**src/rtl/nco_dither_pkg.sv**
```systemverilog
package nco_dither_pkg;
    typedef enum logic [0:0] {
        ST_RUN   = 1'b0,
        ST_ARMED = 1'b1
    } ctl_state_t;
endpackage

```
**src/rtl/nco_word_ctrl.sv**
```systemverilog
module nco_word_ctrl
    import nco_dither_pkg::*;
#(
    parameter int WORD_W = 64
) (
    input  logic              clk,
    input  logic              rst,
    input  logic [WORD_W-1:0] word_in,
    input  logic              load,
    input  logic              wrap,
    output logic [WORD_W-1:0] act_word,
    output ctl_state_t        state_o
);
    ctl_state_t        state_q;
    ctl_state_t        state_d;
    logic [WORD_W-1:0] pend_q;
    logic [WORD_W-1:0] act_q;

    // state register
    always_ff @(posedge clk) begin
        if (rst) state_q <= ST_RUN;
        else     state_q <= state_d;
    end

    // next state
    always_comb begin
        state_d = state_q;
        unique case (state_q)
            ST_RUN:   if (load) state_d = ST_ARMED;
            ST_ARMED: if (wrap && !load) state_d = ST_RUN;
            default:  state_d = ST_RUN;
        endcase
    end

    // word holding: apply old pending first, then capture the new one
    always_ff @(posedge clk) begin
        if (rst) begin
            pend_q <= '0;
            act_q  <= '0;
        end else begin
            if (state_q == ST_ARMED && wrap) act_q <= pend_q;
            if (load) pend_q <= word_in;
        end
    end

    // outputs
    always_comb begin
        act_word = act_q;
        state_o  = state_q;
    end
endmodule

```
**src/rtl/nco_pwm_dither.sv**
```systemverilog
module nco_pwm_dither #(
    parameter int FRAC_W = 16
) (
    input  logic              clk,
    input  logic              rst,
    input  logic [FRAC_W-1:0] frac,
    output logic [FRAC_W-1:0] cnt,
    output logic              wrap,
    output logic              dith
);
    localparam logic [FRAC_W-1:0] CNT_LAST = '1;

    logic [FRAC_W-1:0] cnt_q;

    always_ff @(posedge clk) begin
        if (rst) cnt_q <= '0;
        else     cnt_q <= cnt_q + 1'b1;
    end

    always_comb begin
        cnt  = cnt_q;
        wrap = (cnt_q == CNT_LAST);
        dith = (cnt_q < frac);
    end
endmodule

```
**src/rtl/nco_phase_acc.sv**
```systemverilog
module nco_phase_acc #(
    parameter int ACC_W = 48
) (
    input  logic             clk,
    input  logic             rst,
    input  logic [ACC_W-1:0] base,
    input  logic             dith,
    output logic [ACC_W-1:0] phase,
    output logic             carry
);
    localparam int SUM_W = ACC_W + 1;

    logic [SUM_W-1:0] sum;
    logic [ACC_W-1:0] phase_q;
    logic             carry_q;

    always_comb begin
        sum = {1'b0, phase_q} + {1'b0, base} + SUM_W'(dith);
    end

    always_ff @(posedge clk) begin
        if (rst) begin
            phase_q <= '0;
            carry_q <= 1'b0;
        end else begin
            phase_q <= sum[ACC_W-1:0];
            carry_q <= sum[ACC_W];
        end
    end

    always_comb begin
        phase = phase_q;
        carry = carry_q;
    end
endmodule

```
**src/rtl/nco_dither.sv**
```systemverilog
module nco_dither
    import nco_dither_pkg::*;
#(
    parameter int ACC_W  = 48,
    parameter int FRAC_W = 16
) (
    input  logic                    clk,
    input  logic                    rst,
    input  logic [ACC_W+FRAC_W-1:0] tune_word,
    input  logic                    tune_load,
    output logic [ACC_W-1:0]        phase,
    output logic                    sq_out,
    output logic                    carry
);
    localparam int WORD_W = ACC_W + FRAC_W;

    logic [WORD_W-1:0] act_word;
    ctl_state_t        ctl_state;
    logic [FRAC_W-1:0] pwm_cnt;
    logic              pwm_wrap;
    logic              dith;

    nco_word_ctrl #(.WORD_W(WORD_W)) u_ctrl (
        .clk      (clk),
        .rst      (rst),
        .word_in  (tune_word),
        .load     (tune_load),
        .wrap     (pwm_wrap),
        .act_word (act_word),
        .state_o  (ctl_state)
    );

    nco_pwm_dither #(.FRAC_W(FRAC_W)) u_pwm (
        .clk  (clk),
        .rst  (rst),
        .frac (act_word[FRAC_W-1:0]),
        .cnt  (pwm_cnt),
        .wrap (pwm_wrap),
        .dith (dith)
    );

    nco_phase_acc #(.ACC_W(ACC_W)) u_acc (
        .clk   (clk),
        .rst   (rst),
        .base  (act_word[WORD_W-1:FRAC_W]),
        .dith  (dith),
        .phase (phase),
        .carry (carry)
    );

    assign sq_out = phase[ACC_W-1];
endmodule

```
**config.mk**
```make
export PLATFORM = sky130hd
export DESIGN_NAME = nco_dither
export DESIGN_NICKNAME = d
export VERILOG_FILES = /design/src/rtl/nco_dither_pkg.sv /design/src/rtl/nco_word_ctrl.sv /design/src/rtl/nco_pwm_dither.sv /design/src/rtl/nco_phase_acc.sv /design/src/rtl/nco_dither.sv
export SDC_FILE = /design/constraint.sdc
export NUM_CORES = 1
export LEC_CHECK = 0
export ABC_AREA = 1
export BUFFER_PORTS_ARGS = -buffer_cell sky130_fd_sc_hd__buf_2
export CORE_ASPECT_RATIO = 1.75
export CORE_MARGIN = 4
export CORE_UTILIZATION = 40
export DETAILED_ROUTE_END_ITERATION = 16
export SYNTH_ARGS = -nofsm -noshare
export SYNTH_HDL_FRONTEND = slang
export SYNTH_HIERARCHICAL = 1
export SYNTH_SLANG_ARGS = --single-unit
```
**constraint.sdc**
```tcl
create_clock -name clk -period 5.3 [get_ports clk]
set_clock_uncertainty 0.15 [all_clocks]
set_input_delay 0.53 -clock clk [delete_from_list [all_inputs] [get_ports clk]]
set_output_delay 0.53 -clock clk [all_outputs]
set_load 0.05 [all_outputs]
```
Word level (Yosys, flattened, before mapping)
Index checks and enable logic that the tools add are counted.
{"block": "totals", "inputBits": 67, "reg_bits": 194, "wordCells": 18, "out_inout_bits": 50}
{"block": "op_classes", "addsub": 3, "n_lt_le_gt_ge": 1, "eq_ne": 1, "mux": 3, "n_bitwise": 1, "n_reduce_logical": 3}
{"op": "48-bit by 48-bit adder with 49-bit output", "count": 1}
{"op": "49-bit by 1-bit adder with 49-bit output", "count": 1}
{"op": "16-bit by 1-bit adder with 16-bit output (second input constant)", "count": 1}
{"op": "16-bit equality test (second input constant)", "count": 1}
{"op": "16-bit less-than comparator", "count": 1}
{"op": "1-bit logical AND", "count": 2}
{"op": "1-bit two-way mux", "count": 2}
{"op": "1-bit case mux with 2 select lines", "count": 1}
{"op": "1-bit logical NOT", "count": 1}
{"op": "1-bit NOT", "count": 1}

Longest topological paths before layout
{"block": "depth", "depth_word": 4, "ltp_mapped": 23}

Modules after synthesis
The synthesis kept the hierarchy.
{"mod": "nco_phase_acc", "area_per_inst_um2": 5442.7, "n_inst": 1, "cells_per_inst": 1017}
{"mod": "nco_word_ctrl", "area_per_inst_um2": 4929.7, "n_inst": 1, "cells_per_inst": 689}
{"mod": "nco_pwm_dither", "area_per_inst_um2": 1123.6, "n_inst": 1, "cells_per_inst": 164}
{"mod": "nco_dither", "area_per_inst_um2": 7.5, "n_inst": 1, "cells_per_inst": 1}

Worst setup path before layout
No wires, ideal clock.
{"block": "synth_path", "path_type": "reg-to-reg", "startpoint": "register u_ctrl.act_q[11] (netlist: u_ctrl/act_word[11])", "endpoint": "register u_acc.carry_q (netlist: u_acc/carry)", "path_slack_ns": 2.372, "required_time_ns": 5.041, "period_less_slack_ns": 2.928, "stages_incl_launch_ff": 22, "n_path_buf": 0, "setup_time_ns": 0.109, "arrival_time_ns": 2.669, "cell_sequence": "dfxtp_1 -> inv_1 -> ha_1 -> nand2_1 -> o21ai_0 -> nand2_1 -> nand3_1 -> a21oi_1 -> fa_1 -> fa_1 -> nand3_1 -> nand3_1 -> nand2_1 -> nand2_1 -> nand2_1 -> nand2_2 -> nand2_1 -> nand2_1 -> nand2_1 -> nand2_1 -> nand2_1 -> inv_1"}
{"block": "synth_via", "elab_chain_len": 2}
{"element": "start: declaration", "line_no": "nco_word_ctrl.sv:17", "rtl": "logic [WORD_W-1:0] act_q;"}
{"element": "start signal: assignment", "line_no": "nco_word_ctrl.sv:41", "rtl": "if (state_q == ST_ARMED && wrap) act_q <= pend_q;"}
{"element": "16-bit less-than comparator", "line_no": "nco_pwm_dither.sv:23", "rtl": "dith = (cnt_q < frac);"}
{"element": "named net dith", "line_no": "nco_dither.sv:21", "rtl": "logic dith;"}
{"element": "49-bit by 1-bit adder with 49-bit output", "line_no": "nco_phase_acc.sv:18", "rtl": "sum = {1'b0, phase_q} + {1'b0, base} + SUM_W'(dith);"}
{"element": "end signal: assignment", "line_no": "nco_phase_acc.sv:27", "rtl": "carry_q <= sum[ACC_W];"}
{"element": "end: declaration", "line_no": "nco_phase_acc.sv:15", "rtl": "logic carry_q;"}
The timed path passes the listed nets, and every way through them passes these cells.
A chain may end at the register's enable or synchronous reset.

Final worst setup path
{"block": "layout_path", "startpoint": "register u_ctrl.act_q[15] (netlist: u_ctrl/act_word[15])", "endpoint": "register u_acc.carry_q (netlist: u_acc/carry)"}
Same word-level chain as after synthesis.

==> metrics.cfg <==
[floorplan]
io_pins=117
fp.dieArea_um2=31600
initial_core_util_pct=40.8
die_w_um=136
num_rows=81
die_y_um=232
core-area_um2=28200

[logic_synthesis]
synth_top_family_by_area=simple AND/OR/NAND/NOR gates
yosysSeqAreaShare_pct=33.8
netlist_area_um2=11500
ys_warn_count=6
post_synth_num_cell_types=31
netlist_instances=1871
synth_adder_area_share_pct=7.20
yosys.area_share.simple_pct=37.1
ys_ff_latch=194
synthFlopType=dfxtp_1
syn-num-nets=2003
synth_top_area_share_pct=33.8
synth_xor_xnor_area_share_pct=0.228
synth-edff-count=0
synthTopCellsByCount=nand2_1, nor2_1, inv_1
synth-compound-area-share_pct=7.61
yosysMostFrequentCell=nand2_1
synth_top_area_cell=dfxtp_1
syn_avg_cell_area_um2=6.15
synthTopCellsByArea=dfxtp_1, nand2_1, nor2_1, inv_1, ha_1
synthArstFlopShare_pct=0
synthMuxAreaShare_pct=0

[timing]
rsz0062_at_grt=no
hold_violations=0
tns_ps=0
worstMarginPinSlew_ps=786
slew_viol_final=0
relSlewSlack_pct=47.6
clock.fmax_mhz=294
setup_viol=0
finalCriticalPeriod_ps=3400
fin_crit_sh_pct=64.1

[setup_path]
start_kind=register
slowest_stage=fa_1
path_delay_family=simple AND/OR/NAND/NOR gates
reg2reg_depth=19
crit_path_frequent_cell=nand2_1
crit_path_max_incr_delay_ps=490
crit_chain=inv_1 > ha_1 > nand4_1 > nor3_1 > a21oi_1 > fa_1 > fa_1 > nand3_1 > nand3_1 > nand2_1 > nand2_1 > nand2_1 > nand2_2 > nand2_1 > nand2_1 > nand2_1 > nand2_1 > nand2_1 > inv_1
critPathMaxFanout=5
cp.arrival_ps=3600
cp.depth=19
critPathBufInv=2
required_ps=5500
endpoint_kind=register
r2r_slack_ps=1900
critPathKind=reg2reg

[detailed_routing]
vias=10900
drtIter0Drc=541
ant_nets=0
dr.pass1.iters=5
wl_per_cell_um=14.7
drt-vias-per-instance=4.64
finalWirelength_mm=34.4
drc=0

[global_routing]
grt.overflow.total=0
grt_pass1_vias=10800
grt_usage_pct=22.3
grt_max_degree=76
antenna_found_initial=0
grt_pass1_wl_mm=54.6

[place]
gp_congestion=0.913
port_buffers=116
dp_hpwl_mm=27.5
placedInstanceArea_um2=12200
place_inst=2317

[clock_tree]
cts_tree=done
clkSlewWorstSetupHoldPaths_ps=70
insertion_delay_ps=450
cts_hold_buffers=0
cts-resized-gates=0
root_buffer=clkbuf_16
cts_buffers=17
clock_path_buffers=2
clock-sinks=194
cts_setup_buffers=0
cts_htree_levels=4

[hold_path]
hold_depth=3
holdCritPathClass=in2reg

[cells_and_area]
multi_input_area_um2=6010
fillerInstances=3150
area.growth.synth_to_final_pct=12.1
fin_cells=2349
diodes=0
ff_latch_area_um2=3880
final_area_um2=12900
drive_above_1_share_pct=11.3
final_net_count=2095

[run]
maxCapViolations=0

[status]
status=finished clean

[power]
irDropWorstVdd_v=0.000236
leakagePower_nw=7.28
cellPowerDensity_nw_per_um2=238

==> tightest hold or removal path: cells and delay by family <==
kind | cells | cell delay, ps
simple gates | 2 | 110
buf+inv | 1 | 70
==> kinds of logic after synthesis <==
group                    Yosys count
buffers and inverters            386
flip-flops                       194
adder cells (fa/ha/maj)           65
AO/OA/AOI/OAI                    171
XOR/XNOR                           3
AND/OR/NAND/NOR                 1052
==> report_power, final <==
group / leakage, nW / total (mW) / internal (mW) / switching [mW]
Sequential: 1.58 / 1.52 / 1.50 / 0.0213
Combinational: 5.38 / 0.136 / 0.0479 / 0.0879
Clock: 0.317 / 1.41 / 0.824 / 0.590
==> flip-flops by register name, indices dropped and copies added, names as in the netlist <==
name,cells
u_pwm/cnt,16
u_ctrl/act_word,64
u_acc/carry,1
u_ctrl/state_o,1
u_ctrl/pend_q,64
u_acc/phase,48
==> layer usage <==
metal	global-route usage [%]	wire (um)	up-vias
li1	-	-	5788
met3	3.60	1150	82
met2	41.6	18100	199
met1	23.3	13300	4821
met4	12.2	1940	0
met5	0	0	-
==> stage by stage <==
stage | power, mW | hold slack [ps] | util, % | setup WS (ps)
floorplan | 1.64 | 290 | - | 2370
global placement | 1.69 | 309 | 43.5 | 1920
detailed placement | 1.69 | 314 | 43.5 | 1880
CTS | 3.12 | 123 | 45.8 | 1860
global route | 3.18 | 141 | 45.8 | 1570
finish | 3.07 | 152 | 45.8 | 1900
==> layout by cell type, fill, tap and decap left out, drive strengths merged, types with 4 or more instances in the layout <==
cell type	instances
inv	339
o21ai	88
a21oi	76
nor2	401
clkinv	4
nand3	50
nor3	9
nand4	14
clkbuf	23
nand2	577
dfxtp	194
ha	63
buf	121
==> area by class of cell <==
type / instances / share of cell area (%)
Clock buffer: 23 / 3.94
Clock inverter: 9 / 1.07
Inverter: 338 / 9.87
Multi-Input combinational cell: 1291 / 46.6
Sequential cell: 194 / 30.1
Tap cell: 373 / 3.62
Timing Repair Buffer: 121 / 4.79
==> final timing paths <==
kind                  startpoint           endpoint
max          u_ctrl/act_word[15]        u_acc/carry
min                tune_word[28]  u_ctrl/pend_q[28]
min reg2reg        u_pwm/cnt[12]      u_pwm/cnt[12]
max reg2reg  u_ctrl/act_word[15]        u_acc/carry
Note: power is estimated with default switching activity, not from simulation.
